$ cat config.mk
export PLATFORM = sky130hd
export DESIGN_NAME = audio_ctl_i2c_slave
export DESIGN_NICKNAME = d
export VERILOG_FILES = /design/src/rtl/actl_pkg.sv /design/src/rtl/actl_sync.sv /design/src/rtl/actl_rx.sv /design/src/rtl/actl_regs.sv /design/src/rtl/audio_ctl_i2c_slave.sv
export SDC_FILE = /design/constraint.sdc
export NUM_CORES = 1
export LEC_CHECK = 0
export BUFFER_PORTS_ARGS = -buffer_cell sky130_fd_sc_hd__buf_4
export CAP_MARGIN = 20
export CORE_MARGIN = 3
export CORE_UTILIZATION = 57
export CTS_CLUSTER_DIAMETER = 30
export DETAILED_ROUTE_END_ITERATION = 10
export GPL_TIMING_DRIVEN = 0
export PLACE_DENSITY = 0.79
export SYNTH_ARGS = -nofsm -noshare
export SYNTH_HDL_FRONTEND = slang
export SYNTH_HIERARCHICAL = 1
export SYNTH_SLANG_ARGS = --single-unit
$ cat constraint.sdc
create_clock -name clk_i -period 2.1 [get_ports clk_i]
set_input_delay 0.315 -clock clk_i [delete_from_list [all_inputs] [get_ports clk_i]]
set_output_delay 0.315 -clock clk_i [all_outputs]
set_load 0.01 [all_outputs]
$ cat src/rtl/actl_pkg.sv
package actl_pkg;
  localparam int BYTE_W  = 8;
  localparam int VOL_W   = 5;
  localparam int MODE_W  = 3;
  localparam int LEVEL_W = 2;
  localparam int CNT_W   = $clog2(BYTE_W + 1);
  // upper six bits of the device address, pin bit and write flag follow
  localparam logic [5:0] DEV_PREFIX = 6'b111110;

  typedef enum logic [2:0] {
    ST_IDLE,
    ST_ADDR,
    ST_ACK_A,
    ST_DATA,
    ST_ACK_D,
    ST_SKIP
  } rx_state_e;

  typedef struct packed {
    logic [MODE_W-1:0]  mode_code;
    logic               diff_sel;
    logic               capless;
    logic               pair2_sel;
    logic               pair1_sel;
    logic [LEVEL_W-1:0] fx_level;
    logic               fx_cfg;
    logic               fx_en;
    logic [VOL_W-1:0]   vol_mono;
    logic [VOL_W-1:0]   vol_left;
    logic [VOL_W-1:0]   vol_right;
  } ctrl_regs_t;
endpackage

$ cat src/rtl/actl_sync.sv
module actl_sync #(
  parameter int STAGES = 2,
  parameter int LINES  = 2
) (
  input  logic             clk_i,
  input  logic             rst_ni,
  input  logic [LINES-1:0] raw_i,
  output logic [LINES-1:0] lvl_o,
  output logic [LINES-1:0] rise_o,
  output logic [LINES-1:0] fall_o
);
  localparam int MSB = STAGES - 1;

  for (genvar g = 0; g < LINES; g++) begin : g_line
    logic [STAGES-1:0] pipe_q;
    logic              prev_q;

    // idle bus level is high, so reset to 1 to avoid a false edge
    always_ff @(posedge clk_i or negedge rst_ni) begin
      if (!rst_ni) begin
        pipe_q <= '1;
        prev_q <= 1'b1;
      end else begin
        pipe_q <= {pipe_q[STAGES-2:0], raw_i[g]};
        prev_q <= pipe_q[MSB];
      end
    end

    assign lvl_o[g]  = pipe_q[MSB];
    assign rise_o[g] = pipe_q[MSB] & ~prev_q;
    assign fall_o[g] = ~pipe_q[MSB] & prev_q;
  end
endmodule

$ cat src/rtl/actl_rx.sv
module actl_rx
  import actl_pkg::*;
(
  input  logic              clk_i,
  input  logic              rst_ni,
  input  logic              scl_i,
  input  logic              sda_i,
  input  logic              scl_rise_i,
  input  logic              scl_fall_i,
  input  logic              sda_rise_i,
  input  logic              sda_fall_i,
  input  logic              addr_sel_i,
  output logic              sda_pull_o,
  output logic              wr_valid_o,
  output logic [BYTE_W-1:0] wr_byte_o
);
  localparam logic [CNT_W-1:0] CNT_FULL = CNT_W'(BYTE_W);

  rx_state_e         state_q;
  logic [CNT_W-1:0]  cnt_q;
  logic [BYTE_W-1:0] shreg_q;
  logic              ack_seen_q;
  logic              start_w, stop_w;
  logic [BYTE_W-1:0] dev_byte;

  assign start_w  = scl_i & sda_fall_i;
  assign stop_w   = scl_i & sda_rise_i;
  assign dev_byte = {DEV_PREFIX, addr_sel_i, 1'b0};

  always_ff @(posedge clk_i or negedge rst_ni) begin
    if (!rst_ni) begin
      state_q    <= ST_IDLE;
      cnt_q      <= '0;
      shreg_q    <= '0;
      ack_seen_q <= 1'b0;
      sda_pull_o <= 1'b0;
      wr_valid_o <= 1'b0;
      wr_byte_o  <= '0;
    end else begin
      wr_valid_o <= 1'b0;
      if (start_w) begin
        state_q    <= ST_ADDR;
        cnt_q      <= '0;
        ack_seen_q <= 1'b0;
        sda_pull_o <= 1'b0;
      end else if (stop_w) begin
        state_q    <= ST_IDLE;
        cnt_q      <= '0;
        ack_seen_q <= 1'b0;
        sda_pull_o <= 1'b0;
      end else begin
        unique case (state_q)
          ST_ADDR, ST_DATA: begin
            if (scl_rise_i && cnt_q != CNT_FULL) begin
              shreg_q <= {shreg_q[BYTE_W-2:0], sda_i};
              cnt_q   <= cnt_q + 1'b1;
            end else if (scl_fall_i && cnt_q == CNT_FULL) begin
              ack_seen_q <= 1'b0;
              if (state_q == ST_DATA) begin
                state_q    <= ST_ACK_D;
                sda_pull_o <= 1'b1;
              end else if (shreg_q == dev_byte) begin
                state_q    <= ST_ACK_A;
                sda_pull_o <= 1'b1;
              end else begin
                state_q <= ST_SKIP;
              end
            end
          end
          ST_ACK_A, ST_ACK_D: begin
            if (scl_rise_i) begin
              ack_seen_q <= 1'b1;
            end else if (scl_fall_i && ack_seen_q) begin
              sda_pull_o <= 1'b0;
              cnt_q      <= '0;
              state_q    <= ST_DATA;
              if (state_q == ST_ACK_D) begin
                wr_valid_o <= 1'b1;
                wr_byte_o  <= shreg_q;
              end
            end
          end
          default: ;
        endcase
      end
    end
  end

  a_r2_start_clears_count: assert property (@(posedge clk_i) disable iff (!rst_ni)
    start_w |=> (cnt_q == '0 && state_q == ST_ADDR));

  a_r3_ack_only_on_match: assert property (@(posedge clk_i) disable iff (!rst_ni)
    (state_q == ST_ACK_A) |-> (shreg_q == dev_byte));

  a_r9_commit_after_ack: assert property (@(posedge clk_i) disable iff (!rst_ni)
    wr_valid_o |-> ($past(state_q) == ST_ACK_D && !scl_i));

  a_r11_pull_steady_scl_high: assert property (@(posedge clk_i) disable iff (!rst_ni)
    (scl_i && $past(scl_i) && !stop_w && !$past(stop_w)) |-> $stable(sda_pull_o));
endmodule

$ cat src/rtl/actl_regs.sv
module actl_regs
  import actl_pkg::*;
(
  input  logic              clk_i,
  input  logic              rst_ni,
  input  logic              wr_valid_i,
  input  logic [BYTE_W-1:0] wr_byte_i,
  output ctrl_regs_t        regs_o
);
  ctrl_regs_t regs_q;

  always_ff @(posedge clk_i or negedge rst_ni) begin
    if (!rst_ni) begin
      regs_q <= '0;
    end else if (wr_valid_i) begin
      casez (wr_byte_i[7:5])
        3'b00?: begin
          regs_q.diff_sel  <= wr_byte_i[5];
          regs_q.capless   <= wr_byte_i[3];
          regs_q.mode_code <= wr_byte_i[MODE_W-1:0];
        end
        3'b01?: begin
          regs_q.pair2_sel <= wr_byte_i[5];
          regs_q.pair1_sel <= wr_byte_i[4];
          regs_q.fx_level  <= wr_byte_i[3:2];
          regs_q.fx_cfg    <= wr_byte_i[1];
          regs_q.fx_en     <= wr_byte_i[0];
        end
        3'b100:  regs_q.vol_mono  <= wr_byte_i[VOL_W-1:0];
        3'b110:  regs_q.vol_left  <= wr_byte_i[VOL_W-1:0];
        3'b111:  regs_q.vol_right <= wr_byte_i[VOL_W-1:0];
        default: ;  // 101: reserved, dropped
      endcase
    end
  end

  assign regs_o = regs_q;

  a_r8_reserved_ignored: assert property (@(posedge clk_i) disable iff (!rst_ni)
    (wr_valid_i && wr_byte_i[7:5] == 3'b101) |=> $stable(regs_q));

  a_r9_hold_without_write: assert property (@(posedge clk_i) disable iff (!rst_ni)
    !wr_valid_i |=> $stable(regs_q));
endmodule

$ cat src/rtl/audio_ctl_i2c_slave.sv
module audio_ctl_i2c_slave
  import actl_pkg::*;
#(
  parameter int SYNC_STAGES = 2
) (
  input  logic               clk_i,
  input  logic               rst_ni,
  input  logic               scl_i,
  input  logic               sda_i,
  input  logic               addr_sel_i,
  output logic               sda_pull_o,
  output logic [MODE_W-1:0]  mode_o,
  output logic               diff_sel_o,
  output logic               capless_o,
  output logic               pair2_sel_o,
  output logic               pair1_sel_o,
  output logic [LEVEL_W-1:0] fx_level_o,
  output logic               fx_cfg_o,
  output logic               fx_en_o,
  output logic [VOL_W-1:0]   vol_mono_o,
  output logic [VOL_W-1:0]   vol_left_o,
  output logic [VOL_W-1:0]   vol_right_o
);
  logic [1:0]        lvl, rise, fall;
  logic              wr_valid;
  logic [BYTE_W-1:0] wr_byte;
  ctrl_regs_t        regs;

  // line 1 = SCL, line 0 = SDA
  actl_sync #(.STAGES(SYNC_STAGES), .LINES(2)) u_sync (
    .clk_i  (clk_i),
    .rst_ni (rst_ni),
    .raw_i  ({scl_i, sda_i}),
    .lvl_o  (lvl),
    .rise_o (rise),
    .fall_o (fall)
  );

  actl_rx u_rx (
    .clk_i      (clk_i),
    .rst_ni     (rst_ni),
    .scl_i      (lvl[1]),
    .sda_i      (lvl[0]),
    .scl_rise_i (rise[1]),
    .scl_fall_i (fall[1]),
    .sda_rise_i (rise[0]),
    .sda_fall_i (fall[0]),
    .addr_sel_i (addr_sel_i),
    .sda_pull_o (sda_pull_o),
    .wr_valid_o (wr_valid),
    .wr_byte_o  (wr_byte)
  );

  actl_regs u_regs (
    .clk_i      (clk_i),
    .rst_ni     (rst_ni),
    .wr_valid_i (wr_valid),
    .wr_byte_i  (wr_byte),
    .regs_o     (regs)
  );

  assign mode_o      = regs.mode_code;
  assign diff_sel_o  = regs.diff_sel;
  assign capless_o   = regs.capless;
  assign pair2_sel_o = regs.pair2_sel;
  assign pair1_sel_o = regs.pair1_sel;
  assign fx_level_o  = regs.fx_level;
  assign fx_cfg_o    = regs.fx_cfg;
  assign fx_en_o     = regs.fx_en;
  assign vol_mono_o  = regs.vol_mono;
  assign vol_left_o  = regs.vol_left;
  assign vol_right_o = regs.vol_right;

  a_r1_no_pull_after_reset: assert property (@(posedge clk_i) disable iff (!rst_ni)
    $rose(rst_ni) |-> !sda_pull_o);
endmodule

### Yosys cells after proc, flatten, opt, wreduce, memory -nomap -nowiden

Cells that the tools add are included.
Widths: inputs -> output; s select.

* logic and storage cells: 108
* memory bits (writable): 0
* memories: 0
* latch bits: 0
* flip-flop bits (word level): 58
* input bits: 5
* memory bits (read-only): 0
* output and inout bits: 27

* muxes and demuxes: 36
* bitwise operators: 13
* equality and inequality tests: 18
* shift-type cells: 0
* $mul: 0
* div/mod/pow operators: 0
* order comparisons: 0
* add/sub/neg operators: 1
* reduce and logical (&&, ||, !) cells: 18

Operators with widths (count)
* $mux 3: 8
* $mux 4: 5
* $mux 1: 19
* $ne 4x1->1 const B: 4
* $eq 3x3->1 const B: 4
* $reduce_and 4->1: 3
* $reduce_and 6->1: 2
* $reduce_and 2->1: 5
* $eq 8x8->1: 1
* $ne 4x4->1 const B: 2
* $pmux 4 s2: 1
* $not 1->1: 7
* $and 1x1->1: 6
* $eq 3x2->1 const B: 2
* $pmux 3 s2: 1
* $ne 5x1->1 const B: 1
* $reduce_and 5->1: 1
* $add 4x1->4 const B: 1
* $eq 4x4->1 const B: 1
* $ne 4x2->1 const B: 1
* $pmux 1 s2: 2
* $reduce_bool 4->1: 1
* $reduce_or 2->1: 2
* $eq 3x1->1 const B: 1
* other kinds (3): 5

### Logic depth before layout (Yosys ltp)

* depth in word-level cells: 8
* depth in mapped cells: 6

### Modules after synthesis

The synthesis kept the hierarchy.

Modules (own cells, without submodules)
* actl_rx: times used 1, seq. area each 650.6 um^2, area an instance 1345.0 um^2, cells an instance 119
* actl_regs: times used 1, seq. area each 650.6 um^2, area an instance 1001.0 um^2, cells an instance 57
* actl_sync: times used 1, seq. area each 157.7 um^2, area an instance 207.7 um^2, cells an instance 12

### Worst setup path before layout

OpenSTA, ideal clock, no wires.

* path type: flip-flop to flip-flop
* start: register u_sync.g_line[0].pipe_q[1]
* end: register u_rx.shreg_q[0]
* path slack: 0.346 ns
* path buffers: 1
* cell stages (with the launch flop): 6
* setup time: 0.125 ns
* required time: 1.975 ns
* arrival time: 1.629 ns
* cells stage by stage: dfstp_2 -> and2b_2 -> o21a_1 -> buf_2 -> nor2_4 -> mux2_2

* cells in the longest elaborated chain, start to end: 5

RTL lines
* start: declaration: line actl_sync.sv:15 `logic [STAGES-1:0] pipe_q;`
* start signal: assignment: line actl_sync.sv:24 `pipe_q <= {pipe_q[STAGES-2:0], raw_i[g]};`
* $not 1->1: line actl_sync.sv:31 `assign fall_o[g] = ~pipe_q[MSB] & prev_q;`
* $and 1x1->1: line actl_sync.sv:31
* named net fall[0]: line audio_ctl_i2c_slave.sv:24 `logic [1:0] lvl, rise, fall;`
* $and 1x1->1: line actl_rx.sv:26 `assign start_w = scl_i & sda_fall_i;`
* $not 1->1 (no source line)
* $reduce_and 4->1 (no source line)
* end signal: assignment: line actl_rx.sv:55 `shreg_q <= {shreg_q[BYTE_W-2:0], sda_i};`
* end: declaration: line actl_rx.sv:21 `logic [BYTE_W-1:0] shreg_q;`

The timed path passes the listed nets, and every way through them passes these cells.
A chain may end at the register's enable or synchronous reset.

### Worst setup path in the final report

* start: register u_sync.g_line[1].prev_q
* end: register u_rx.wr_byte_o[6]

* cells in the longest elaborated chain, start to end: 4

RTL lines
* start: declaration: line actl_sync.sv:16 `logic prev_q;`
* start signal: assignment: line actl_sync.sv:25 `prev_q <= pipe_q[MSB];`
* $not 1->1: line actl_sync.sv:30 `assign rise_o[g] = pipe_q[MSB] & ~prev_q;`
* $and 1x1->1: line actl_sync.sv:30
* named net rise[1]: line audio_ctl_i2c_slave.sv:24
* $not 1->1 (no source line)
* $reduce_and 6->1 (no source line)
* end signal: assignment: line actl_rx.sv:79 `wr_byte_o <= shreg_q;`
* end: declaration: line actl_rx.sv:15 `output logic [BYTE_W-1:0] wr_byte_o`

The timed path passes the listed nets, and every way through them passes these cells.

==> results.toml <==
[global_route]
grt_antenna_before_repair = 0
grt_max_degree = 59
grt_pass1_wl_mm = 8.238
grt_pass1_vias = 1687
track_usage = 0.2086
grt_overflow = 0

[synth]
ys_warn_count = 6
syn-cell-area_um2 = 2554
syn_nets = 195
synth.avg_cell_area_um2 = 13.58
synth_edf_count = 0
ys_ff_latch = 58
async_reset_ff_frac = 1.000
synthDistinctLibCells = 44
synthCells = 188
ys.flop_type = "dfrtp_1"
seq_area_frac_synth = 0.5713

[drt]
final_antenna_net_count = 0
drc = 0
wl_per_cell_um = 17.31
vias = 1658
viasPerCell = 5.838
detail_route.iter0.violations = 97
drt-pass1-iter-count = 4
drt_wl_total_mm = 4.917

[cts]
ctsHoldBuffers = 0
cts.path.max_buffers = 2
h-tree-depth = 3
insertion_delay_ns = 0.32
cts_sinks = 58
root_buffer = "clkbuf_8"
post_cts_resized = 0
cts_setup_buffers = 0
clk_pin_slew_worst_paths_ns = 0.06
cts_tree = "done"
numCtsBuffers = 9

[power]
p_per_area_nw_per_um2 = 771.2
power.share.sequential = 0.533
switchingPower_w = 0.0005630
peakVddDrop_v = 0.0005721
p_int_w = 0.001766
switching_share = 0.2417
leakagePower_nw = 1.506
pwr-share-comb = 0.089
power_frac_clock = 0.378

[finish]
final_nets = 237
fillers = 289
final_cell_mix = "dfrtp_1 (52), mux2_2 (42), buf_4 (34)"
drive_gt1_frac = 0.4615
final_common_cell = "dfrtp_1"
antenna_cells = 0
synthToLayoutAreaGrowth_pct = 18.28

[placed_design]
pre_cts_ws_ns = 0.1451
hpwlAfterDp_mm = 3.514
io_buffers = 31
place_congestion = 0.9212

[setup_path]
crit_slowest_cell = "dfstp_2"
path_max_fanout = 9
crit_type = "reg2reg"
critical-path-top-delay-family = "simple AND/OR/NAND/NOR gates"
critical_path_arrival_ns = 2.16
path_cells = "and2b_2 -> and4bb_2 -> nand3_1 -> mux2_2"
critPathBufInv = 0
cp-start-kind = "flip-flop"
required_ns = 2.30
cpPeakStageDelay_ns = 0.53
rrSetupSlack_ns = 0.14
end_kind = "flip-flop"

[hold_path]
min_path_type = "in2async"

[die]
core_um2 = 4173
row_count = 23
die_h_um = 72.94
chipWidth_um = 72.94
die-area_um2 = 5320
io_pins = 32
start_util = 0.6120

[sta]
tightest_slew_ns = 0.7065
setup_tns_ns = 0
slew_violations = 0
setup_viol = 0
period_needed_ns = 1.961
period_share = 0.9337
slew_headroom = 0.5290
max_freq_ghz = 0.5100
fin_ws_ns = 0.1393
fin_skew_ns = 0.005014
timing_hold_violations_final = 0
grt_setup_unrepaired = "false"

[outcome]
status = "completed"

[job]
max_cap_viol_count = 0
## per-stage QoR
stage / total power, W / util / cell area, µm² / cells / hold slack [ns]
after floorplan: 0.001383 / - / 2554 / 188 / 0.01941
after global placement: 0.001451 / 0.6828 / 2849 / 269 / 0.3461
after detailed placement: 0.001470 / 0.6828 / 2849 / 269 / 0.3476
after CTS: 0.002350 / 0.7238 / 3020 / 284 / 0.05864
after global routing: 0.002436 / 0.7238 / 3020 / 284 / 0.07976
final: 0.002329 / 0.7238 / 3020 / 284 / 0.04037
## cells in the mapped netlist, drive strengths merged, types with 2 or more instances
master / number / area share
nor2b: 2 / 0.0059
o21a: 3 / 0.0088
and4bb: 2 / 0.011
xor2: 3 / 0.010
ha: 2 / 0.0098
buf: 6 / 0.015
or3: 2 / 0.0049
dfrtp: 52 / 0.51
mux2: 42 / 0.19
nand3: 8 / 0.016
and2b: 4 / 0.014
o21ai: 4 / 0.0078
nand4bb: 2 / 0.0088
a22oi: 3 / 0.0088
inv: 6 / 0.0088
nor3b: 3 / 0.013
a21oi: 10 / 0.020
o22ai: 2 / 0.0049
nor2: 2 / 0.0059
a311oi: 2 / 0.0069
nand2: 5 / 0.0074
dfstp: 6 / 0.062
## layer usage
metal,part of all wire,track usage,wire (µm),vias to the layer above
li1,-,-,-,780
met4,0.017,0.1045,84,0
met2,0.49,0.3257,2415,43
met5,0,0,0,-
met3,0.044,0.04408,215,10
met1,0.45,0.2766,2201,825
## worst register-to-register path, stage by stage (launching register included)
cell	delay, ns
dfstp_2	0.53
and2b_2	0.25
and4bb_2	0.33
nand3_1	0.33
mux2_2	0.41
## area by class of cell
cell class / count / area (µm²) / share of cell area
sequential: 58 / 1459 / 0.4830
multi-input combinational: 118 / 1035 / 0.3426
timing repair buffer: 31 / 232.7 / 0.07705
clock buffer: 13 / 158.9 / 0.05261
tap: 50 / 62.56 / 0.02071
buffer: 6 / 37.54 / 0.01243
inverter: 6 / 22.52 / 0.007456
clock inverter: 2 / 12.51 / 0.004142
## cell families (layout without fill, tap and decap cells)
kind of cell    count (synthesis)  in the layout  synth area share
mux                            42             42            0.1852
compound gates                 32             32           0.08624
xor+xnor                        3              3           0.01029
fa+ha+maj                       2              2          0.009798
buf+inv                        12             58           0.02351
simple gates                   39             39            0.1137
flops                          58             58            0.5713
## path summary, 6_finish.rpt
path,startpoint,cells after the start,to
max in group asynchronous,rst_ni,1,u_rx/state_q[2]
worst max register to register,u_sync/g_line[1].prev_q,4,u_rx/wr_byte_o[6]
worst max-delay path,u_sync/g_line[1].prev_q,4,u_rx/wr_byte_o[6]
min in group clk_i,sda_i,1,u_sync/g_line[0].pipe_q[0]
worst min register to register,u_sync/g_line[0].pipe_q[0],0,u_sync/g_line[0].pipe_q[1]
worst min-delay path,rst_ni,1,u_regs/regs_o[8]
## state kept, by name (all words and copies together), names as in the netlist
signal	count
u_rx/shreg_q	8
u_rx/wr_byte_o	8
u_rx/sda_pull_o	1
u_rx/ack_seen_q	1
u_rx/wr_valid_o	1
u_regs/regs_o	26
u_rx/state_q	3
u_rx/cnt_q	4
u_sync/g_line.pipe_q	4
u_sync/g_line.prev_q	2
## power by group through the flow
| stage | logic [W] | clock network, W | registers (W) |
|---|---|---|---|
| floorplan | 0.000141 | 0 | 0.00124 |
| global placement | 0.000198 | 0 | 0.00125 |
| detailed placement | 0.000209 | 0 | 0.00126 |
| CTS | 0.000209 | 0.000900 | 0.00124 |
| global route | 0.000236 | 0.000950 | 0.00125 |
| finish | 0.000207 | 0.000881 | 0.00124 |
(Power assumes the default switching activity.)
